===== config.mk =====
export PLATFORM = sky130hd
export DESIGN_NAME = rtc_shadow_timer
export DESIGN_NICKNAME = d
export VERILOG_FILES = /design/src/rtl/rtc_pkg.sv /design/src/rtl/rtc_ctrl.sv /design/src/rtl/rtc_datapath.sv /design/src/rtl/rtc_shadow_timer.sv
export SDC_FILE = /design/constraint.sdc
export NUM_CORES = 1
export LEC_CHECK = 0
export ABC_AREA = 1
export ABC_CLOCK_PERIOD_IN_PS = 2900
export BUFFER_PORTS_ARGS = -buffer_cell sky130_fd_sc_hd__buf_4
export CORE_MARGIN = 3
export CORE_UTILIZATION = 40
export CTS_CLUSTER_SIZE = 40
export DETAILED_ROUTE_END_ITERATION = 10
export PLACE_DENSITY = 0.64
export SYNTH_ARGS = -nofsm -noshare
export SYNTH_HDL_FRONTEND = slang
export SYNTH_HIERARCHICAL = 1
export SYNTH_SLANG_ARGS = --single-unit

===== constraint.sdc =====
create_clock -name clk -period 2.9 [get_ports clk]
set_clock_uncertainty 0.1 [all_clocks]
set_input_delay 0.58 -clock clk [delete_from_list [all_inputs] [get_ports clk]]
set_output_delay 0.58 -clock clk [all_outputs]
set_load 0.05 [all_outputs]

===== src/rtl/rtc_pkg.sv =====
package rtc_pkg;
  localparam int ADDR_W = 8;
  localparam logic [ADDR_W-1:0] OFS_BUSY   = 8'h04;
  localparam logic [ADDR_W-1:0] OFS_SEC    = 8'h08;
  localparam logic [ADDR_W-1:0] OFS_SHADOW = 8'h0C;
  localparam logic [ADDR_W-1:0] OFS_MS     = 8'h10;
  localparam logic [ADDR_W-1:0] OFS_ALARM  = 8'h14;
  localparam logic [ADDR_W-1:0] OFS_STATUS = 8'h18;
  localparam logic [ADDR_W-1:0] OFS_MASK   = 8'h1C;
  localparam logic [ADDR_W-1:0] OFS_RELOAD = 8'h20;
  localparam int NUM_SRC = 2;  // bit 0 alarm, bit 1 countdown

  typedef struct packed {
    logic secLoad;
    logic copyNow;
    logic msRead;
    logic alarmWr;
    logic reloadWr;
    logic statusWr;
    logic maskWr;
  } strobe_t;
endpackage


===== src/rtl/rtc_ctrl.sv =====
module rtc_ctrl
  import rtc_pkg::*;
#(
  parameter int COPY_TICKS  = 8,
  parameter int BUSY_CYCLES = 4
) (
  input  logic              clk,
  input  logic              rstN,
  input  logic              tickIn,
  input  logic [ADDR_W-1:0] addr,
  input  logic              wrEn,
  input  logic              rdEn,
  input  logic [31:0]       wdata,
  output logic              busy,
  output strobe_t           strobes,
  output logic [31:0]       loadData
);
  localparam int CW = (COPY_TICKS > 1) ? $clog2(COPY_TICKS) : 1;
  localparam int BW = $clog2(BUSY_CYCLES + 1);

  logic [CW-1:0] copyCnt;
  logic [BW-1:0] busyCnt;
  logic          pendValid;
  logic [31:0]   pendData;
  logic          copyStart, lastBusy, wrSec;

  assign copyStart = tickIn && (copyCnt == CW'(COPY_TICKS - 1));
  assign busy      = (busyCnt != '0);
  assign lastBusy  = (busyCnt == BW'(1));
  assign wrSec     = wrEn && (addr == OFS_SEC);

  always_ff @(posedge clk) begin
    if (!rstN) begin
      copyCnt   <= '0;
      busyCnt   <= '0;
      pendValid <= 1'b0;
      pendData  <= '0;
    end else begin
      if (tickIn) copyCnt <= copyStart ? '0 : copyCnt + 1'b1;
      if (copyStart)  busyCnt <= BW'(BUSY_CYCLES);
      else if (busy)  busyCnt <= busyCnt - 1'b1;
      if (lastBusy) pendValid <= 1'b0;
      else if (wrSec && busy) begin
        pendValid <= 1'b1;
        pendData  <= wdata;
      end
    end
  end

  always_comb begin
    strobes          = '0;
    strobes.secLoad  = (wrSec && !busy) || (lastBusy && (pendValid || wrSec));
    strobes.copyNow  = lastBusy;
    strobes.msRead   = rdEn && (addr == OFS_MS);
    strobes.alarmWr  = wrEn && (addr == OFS_ALARM);
    strobes.reloadWr = wrEn && (addr == OFS_RELOAD);
    strobes.statusWr = wrEn && (addr == OFS_STATUS);
    strobes.maskWr   = wrEn && (addr == OFS_MASK);
    loadData         = wrSec ? wdata : pendData;
  end
endmodule


===== src/rtl/rtc_datapath.sv =====
module rtc_datapath
  import rtc_pkg::*;
#(
  parameter int TICKS_PER_MS = 32,
  parameter int MS_PER_SEC   = 1000
) (
  input  logic              clk,
  input  logic              rstN,
  input  logic              tickIn,
  input  strobe_t           strobes,
  input  logic [31:0]       loadData,
  input  logic [31:0]       wdata,
  input  logic [ADDR_W-1:0] addr,
  input  logic              busy,
  output logic [31:0]       rdata,
  output logic              irq
);
  localparam int TW = (TICKS_PER_MS > 1) ? $clog2(TICKS_PER_MS) : 1;
  localparam int MW = (MS_PER_SEC > 1) ? $clog2(MS_PER_SEC) : 1;

  logic [TW-1:0]      tickCnt;
  logic [MW-1:0]      msLive, msVis;
  logic [31:0]        secLive, secVis, shadowSec, alarmSec, reloadVal, cdCnt;
  logic [NUM_SRC-1:0] status, mask, srcHit, clrBits;
  logic               msStep, secStep, secAdv;
  logic [31:0]        secNext;

  assign msStep  = tickIn && (tickCnt == TW'(TICKS_PER_MS - 1));
  assign secStep = msStep && (msLive == MW'(MS_PER_SEC - 1));
  assign secAdv  = secStep && !strobes.secLoad;
  assign secNext = secLive + 32'd1;

  assign srcHit[0] = secAdv && (alarmSec != '0) && (secNext == alarmSec);
  assign srcHit[1] = secAdv && !strobes.reloadWr && (reloadVal != '0) && (cdCnt <= 32'd1);
  assign clrBits   = strobes.statusWr ? wdata[NUM_SRC-1:0] : '0;

  always_ff @(posedge clk) begin
    if (!rstN) begin
      tickCnt <= '0;  msLive <= '0;  secLive <= '0;
      secVis  <= '0;  msVis  <= '0;  shadowSec <= '0;
      alarmSec <= '0; reloadVal <= '0; cdCnt <= '0;
      status  <= '0;  mask   <= '0;
    end else begin
      // live counters
      if (strobes.secLoad) begin
        secLive <= loadData;
        msLive  <= '0;
        tickCnt <= '0;
      end else if (tickIn) begin
        tickCnt <= msStep ? '0 : tickCnt + 1'b1;
        if (msStep)  msLive  <= secStep ? '0 : msLive + 1'b1;
        if (secStep) secLive <= secNext;
      end
      // bus-side copy
      if (strobes.secLoad) begin
        secVis <= loadData;
        msVis  <= '0;
      end else if (strobes.copyNow) begin
        secVis <= secLive;
        msVis  <= msLive;
      end
      if (strobes.msRead)  shadowSec <= secVis;
      if (strobes.alarmWr) alarmSec  <= wdata;
      // countdown
      if (strobes.reloadWr) begin
        reloadVal <= wdata;
        cdCnt     <= wdata;
      end else if (secAdv && reloadVal != '0) begin
        cdCnt <= (cdCnt <= 32'd1) ? reloadVal : cdCnt - 32'd1;
      end
      status <= (status & ~clrBits) | srcHit;
      if (strobes.maskWr) mask <= wdata[NUM_SRC-1:0];
    end
  end

  assign irq = |(status & mask);

  always_comb begin
    case (addr)
      OFS_BUSY:   rdata = {31'd0, busy};
      OFS_SEC:    rdata = secVis;
      OFS_SHADOW: rdata = shadowSec;
      OFS_MS:     rdata = 32'(msVis);
      OFS_ALARM:  rdata = alarmSec;
      OFS_STATUS: rdata = 32'(status);
      OFS_MASK:   rdata = 32'(mask);
      OFS_RELOAD: rdata = reloadVal;
      default:    rdata = '0;
    endcase
  end
endmodule


===== src/rtl/rtc_shadow_timer.sv =====
module rtc_shadow_timer
  import rtc_pkg::*;
#(
  parameter int TICKS_PER_MS = 32,
  parameter int MS_PER_SEC   = 1000,
  parameter int COPY_TICKS   = 8,
  parameter int BUSY_CYCLES  = 4
) (
  input  logic        clk,
  input  logic        rstN,
  input  logic        tickIn,
  input  logic [7:0]  addr,
  input  logic        wrEn,
  input  logic        rdEn,
  input  logic [31:0] wdata,
  output logic [31:0] rdata,
  output logic        irq
);
  logic        busy;
  strobe_t     strobes;
  logic [31:0] loadData;

  rtc_ctrl #(.COPY_TICKS(COPY_TICKS), .BUSY_CYCLES(BUSY_CYCLES)) uCtrl (
    .clk(clk), .rstN(rstN), .tickIn(tickIn), .addr(addr), .wrEn(wrEn),
    .rdEn(rdEn), .wdata(wdata), .busy(busy), .strobes(strobes),
    .loadData(loadData)
  );

  rtc_datapath #(.TICKS_PER_MS(TICKS_PER_MS), .MS_PER_SEC(MS_PER_SEC)) uPath (
    .clk(clk), .rstN(rstN), .tickIn(tickIn), .strobes(strobes),
    .loadData(loadData), .wdata(wdata), .addr(addr), .busy(busy),
    .rdata(rdata), .irq(irq)
  );
endmodule


# After elaboration in Yosys (flattened, before gate mapping)
# Cells that the tools add are included.
# totals
register_bits,260
output_inout_bits,33
wordCells,97
# op_classes
add_sub_neg,6
n_lt_le_gt_ge,1
n_eq_ne,13
muxes,16
bitwise_logic,6
reduce_logical,39
# ops
cell,n
two-way mux 32 bit,9
case mux 32 bit (8 select lines),1
nonzero test 32 bit,2
adder 32 x 1 -> 32 bit (second input constant),1
== test 32 bit,1
== test 8 x 5 -> 1 bit (second input constant),4
less-or-equal comparator 32 x 1 -> 1 bit (second input constant),1
subtractor 32 x 1 -> 32 bit (second input constant),1
logical AND 1 bit,19
== test 8 x 4 -> 1 bit (second input constant),2
adder 10 x 1 -> 10 bit (second input constant),1
== test 10 bit (second input constant),1
two-way mux 10 bit,1
nonzero test 2 bit,5
two-way mux 3 bit,3
== test 8 x 3 -> 1 bit (second input constant),1
== test 8 x 6 -> 1 bit (second input constant),1
OR reduction 2 bit,4
AND reduction 2 bit,3
adder 5 x 1 -> 5 bit (second input constant),1
== test 5 bit (second input constant),1
two-way mux 5 bit,1
AND 2 bit,2
adder 3 x 1 -> 3 bit (second input constant),1
other kinds (10),14

# Longest topological paths before layout
# depth
ltp_word,11
mapped_depth,17
mapped_depth_nobuf,17

# Hierarchy
# The synthesis kept the hierarchy.
# modules_own_cells
mod,n_inst,cells_per_inst,area_each_um2
rtc_datapath,1,1898,12180.4
rtc_ctrl,1,412,2488.6

# Worst setup path after synthesis
# Ideal clock, no wire load.
# synth_timing
kind,input -> output
from,input addr[7]
to,output rdata[3]
arrival_ps,2659
required_time_ps,2220
setup_slack_ps,-439
cell_stages,5
path_cell_list,or2_2 -> nor2_1 -> nand2_1 -> clkbuf_1 -> o21ai_0
# synth_via
elab_chain_len,2
# synth_lines
element,line,text
"start, declared",rtc_shadow_timer.sv:12,"input logic [7:0] addr,"
== test 8 x 6 -> 1 bit (tied with other cells),rtc_datapath.sv:79,case (addr)
case mux 32 bit (8 select lines) (*),rtc_datapath.sv:79,
"end, declared",rtc_shadow_timer.sv:16,"output logic [31:0] rdata,"
# Every way passes the cells marked *; elsewhere a longest branch is shown, timed or not.

# Worst setup path in the final report
# layout_timing
from,input addr[7]
to,output rdata[4]
# The elaborated chain is that of the path after synthesis.

==> metrics.md <==
| Metric | Value |
|---|---|
| Status | `completed` |
| Synthesis Warnings | `6` |
| Largest net degree at the start of global routing | `141` |
| Switch share | `28.4%` |
| Final setup TNS | `0 ps` |
| Reg area | `5200 um2` |
| Clock network power share | `42.2%` |
| Detailed placement HPWL | `40900 um` |
| Slew Viols, Final | `0` |
| Max Clock Freq | `352 MHz` |
| Final hold violation count | `0` |
| Initial antenna violation count | `0` |
| Multi-input gate area | `7950 um2` |
| Area after DPL | `16000 um2` |
| Final min period | `2840 ps` |
| Global-route wire length before repair | `83900 um` |
| P_int | `6.16 mW` |
| Clk buf depth | `3` |
| Gr usage total | `27.5%` |
| Synth cell types | `48` |
| Synth Register Bits | `260` |
| Slew HR | `58.4%` |
| Critical Path AT | `2160 ps` |
| RSZ-0062 raised after global routing | `yes` |
| Pwr dens | `508 nW/um2` |
| H-tree Lvls | `1` |
| Layout Nets | `2427` |
| Crit end category | `primary output` |
| CP required | `2220 ps` |
| Worst Setup Start Kind | `primary input` |
| DRT iter0 DRCs | `1446` |
| Number of global-route vias before repair | `14600` |
| Worst min path class | `in -> reg` |
| Die ar. | `39000 um2` |
| Mapped Cells | `2310` |
| Syn nets | `2366` |
| Gpl congestion | `0.961` |
| Worst Setup Slack, final | `57.7 ps` |
| IO Pins | `78` |
| EDFF count, synth | `0` |
| TritonCTS Sinks | `260` |
| Highest net fanout along the worst path | `22` |
| Via count | `15800` |
| Root Buffer | `clkbuf_16` |
| Share of layout cells above drive strength 1 | `10.0%` |
| Async set-or-reset flop fraction in the synthesized netlist | `0%` |
| Seq/Total Area, Yosys | `35.5%` |
| Yosys top cell area share | `35.5%` |
| Synth area leaders | `dfxtp_1 35%, nand2_1 15%, nor2_1 7.5%` |
| Post-Syn Area | `14700 um2` |
| Share of power burned in registers | `45.7%` |
| R2R Path Start | `uPath/tickCnt[1]$_SDFFE_PP0P_` |
| Detailed Routing Iterations Pass 1 | `6` |
| CP Class | `in -> out` |
| Hold Crit Start | `wdata[12]` |
| Area leader, netlist | `dfxtp_1` |
| Core Area | `35800 um2` |
| Final ANT Viol Nets | `0` |
| Final Cycle Share | `98.0%` |
| Maxcap violations | `0` |
| Worst-margin pin slew | `624 ps` |
| Maximum VDD drop | `0.000458 V` |
| Clock-pin slew on the worst setup and hold paths | `60 ps` |
| Commonest register cell after synthesis | `dfxtp_1` |
| Fillers | `3694` |
| Routed len/inst | `19.2 um` |
| CTS tree | `done` |
| Routed wire length | `54900 um` |
| DR vias/cell | `5.52` |
| Die H | `198 um` |
| Post-CTS setup buffer count | `0` |
| Port buffer count | `77` |
| Crit path launch | `addr[7]` |
| Die X-Extent | `198 um` |
| N_diodes | `0` |
| Total clock buffers created by CTS | `30` |
| Switching pwr | `2.45 mW` |
| Row count | `69` |
| Layout overhead on the synthesized area | `15.6%` |
| Mean post-synth cell area | `6.35 um2` |
| Clk Latency, worst-skew pair | `580 ps` |
| DRC | `0` |
| Initial Util | `40.9%` |
| Gr ovfl total | `0` |
| Combinational share of power | `12.2%` |
| Setup violators final | `0` |
| Post-Layout Inst Area | `17000 um2` |
| Lkg Pwr | `7.40 nW` |
| Pre-CTS setup slack | `67.3 ps` |
==> placed cells by master, fill, tap and decap left out, types with 46 or more instances in the layout <==
cell and count:
a31oi_1 57, inv_1 279, buf_4 127, nor2_1 292
nand3_1 126, nand4_1 46, nand2_1 587, o21ai_0 168
dfxtp_1 260, a21oi_1 160
==> cell usage after synthesis (3+ instances only) <==
master,n
a211oi_1,3
a21oi_1,161
a221o_1,5
a221oi_1,10
a31oi_1,57
buf_1,13
buf_2,21
buf_4,3
buf_6,7
clkbuf_1,67
dfxtp_1,260
ha_1,11
inv_1,280
inv_2,5
nand2_1,589
nand2_2,7
nand3_1,126
nand3b_1,7
nand4_1,46
nor2_1,293
nor2_2,10
nor2_4,8
nor3_1,23
nor4_1,14
o2111ai_1,17
o211ai_1,3
o21ai_0,169
o21ai_1,35
o22ai_1,7
or2_2,3
xnor2_1,8
xnor3_1,3
xor2_1,16
==> worst max-delay path: stages <==
cell      delay (ps)
buf_4            110
or2_2            330
nor3_2           180
buf_4            340
nand3_1          120
o21ai_0          130
a221oi_2          80
nand2_1           90
buf_4            190
==> per-layer routing <==
metal	share of wire [%]	wire length, um	up-vias	global-route usage, %
li1	-	-	7660	-
met1	42	23100	7298	35.8
met2	45	24800	651	44.8
met3	6.5	3550	147	3.65
met4	6.2	3400	0	14.1
met5	0	0	-	0
==> final cells by class <==
class	count	area share (%)
multi-input cells	1652	46.9
flip-flops and latches	260	30.7
repair buffers	141	7.23
inverters	286	6.33
clock buffers	47	5.28
well taps	461	3.40
clock inverters	5	0.148
==> cells by family after synthesis <==
family | share of synthesized area (%)
adder cells (fa/ha/maj) | 0.938
AND/OR/NAND/NOR | 32.8
AO/OA/AOI/OAI | 18.1
buffers and inverters | 10.8
flip-flops | 35.5
XOR/XNOR | 1.89
==> through the flow <==
step                util (%)  std cells  power (mW)  hold slack (ps)
finish                  47.3       2852        8.60              189
global route            47.3       2852        8.90              195
CTS                     47.2       2852        8.64              174
detailed placement      44.7       2800        5.03              350
global placement        44.7       2800        5.01              349
floorplan                  -       2310        4.57              334
==> final timing paths <==
kind	cells past startpoint	slack, ps	end
max reg2reg	17	250	uPath/cdCnt[6]$_SDFFE_PN0P_
min reg2reg	2	360	uPath/msVis[3]$_SDFFE_PP0P_
max	9	60	rdata[4]
min	3	190	uPath/alarmSec[12]$_SDFFE_PN0P_
==> flip-flops by register name (all words and copies together) (netlist names), 5 cells and up <==
name             count
uPath/msLive        10
uPath/alarmSec      32
uCtrl/pendData      32
uPath/reloadVal     32
uPath/secLive       32
uPath/msVis         10
uPath/shadowSec     32
uPath/secVis        32
uPath/tickCnt        5
uPath/cdCnt         32
==> power groups by stage <==
stage	registers (mW)	clock network, mW	logic [mW]
global placement	4.00	0	1.01
CTS	3.92	3.68	1.03
finish	3.93	3.63	1.05
detailed placement	4.00	0	1.03
floorplan	3.93	0	0.636
global route	3.94	3.82	1.14
==> repair_timing <==
action,in CTS,in global routing
setup endpoints to repair,0,30
hold buffers,0,0
gates resized for setup,0,7
Note: power is estimated with default switching activity, not from simulation.
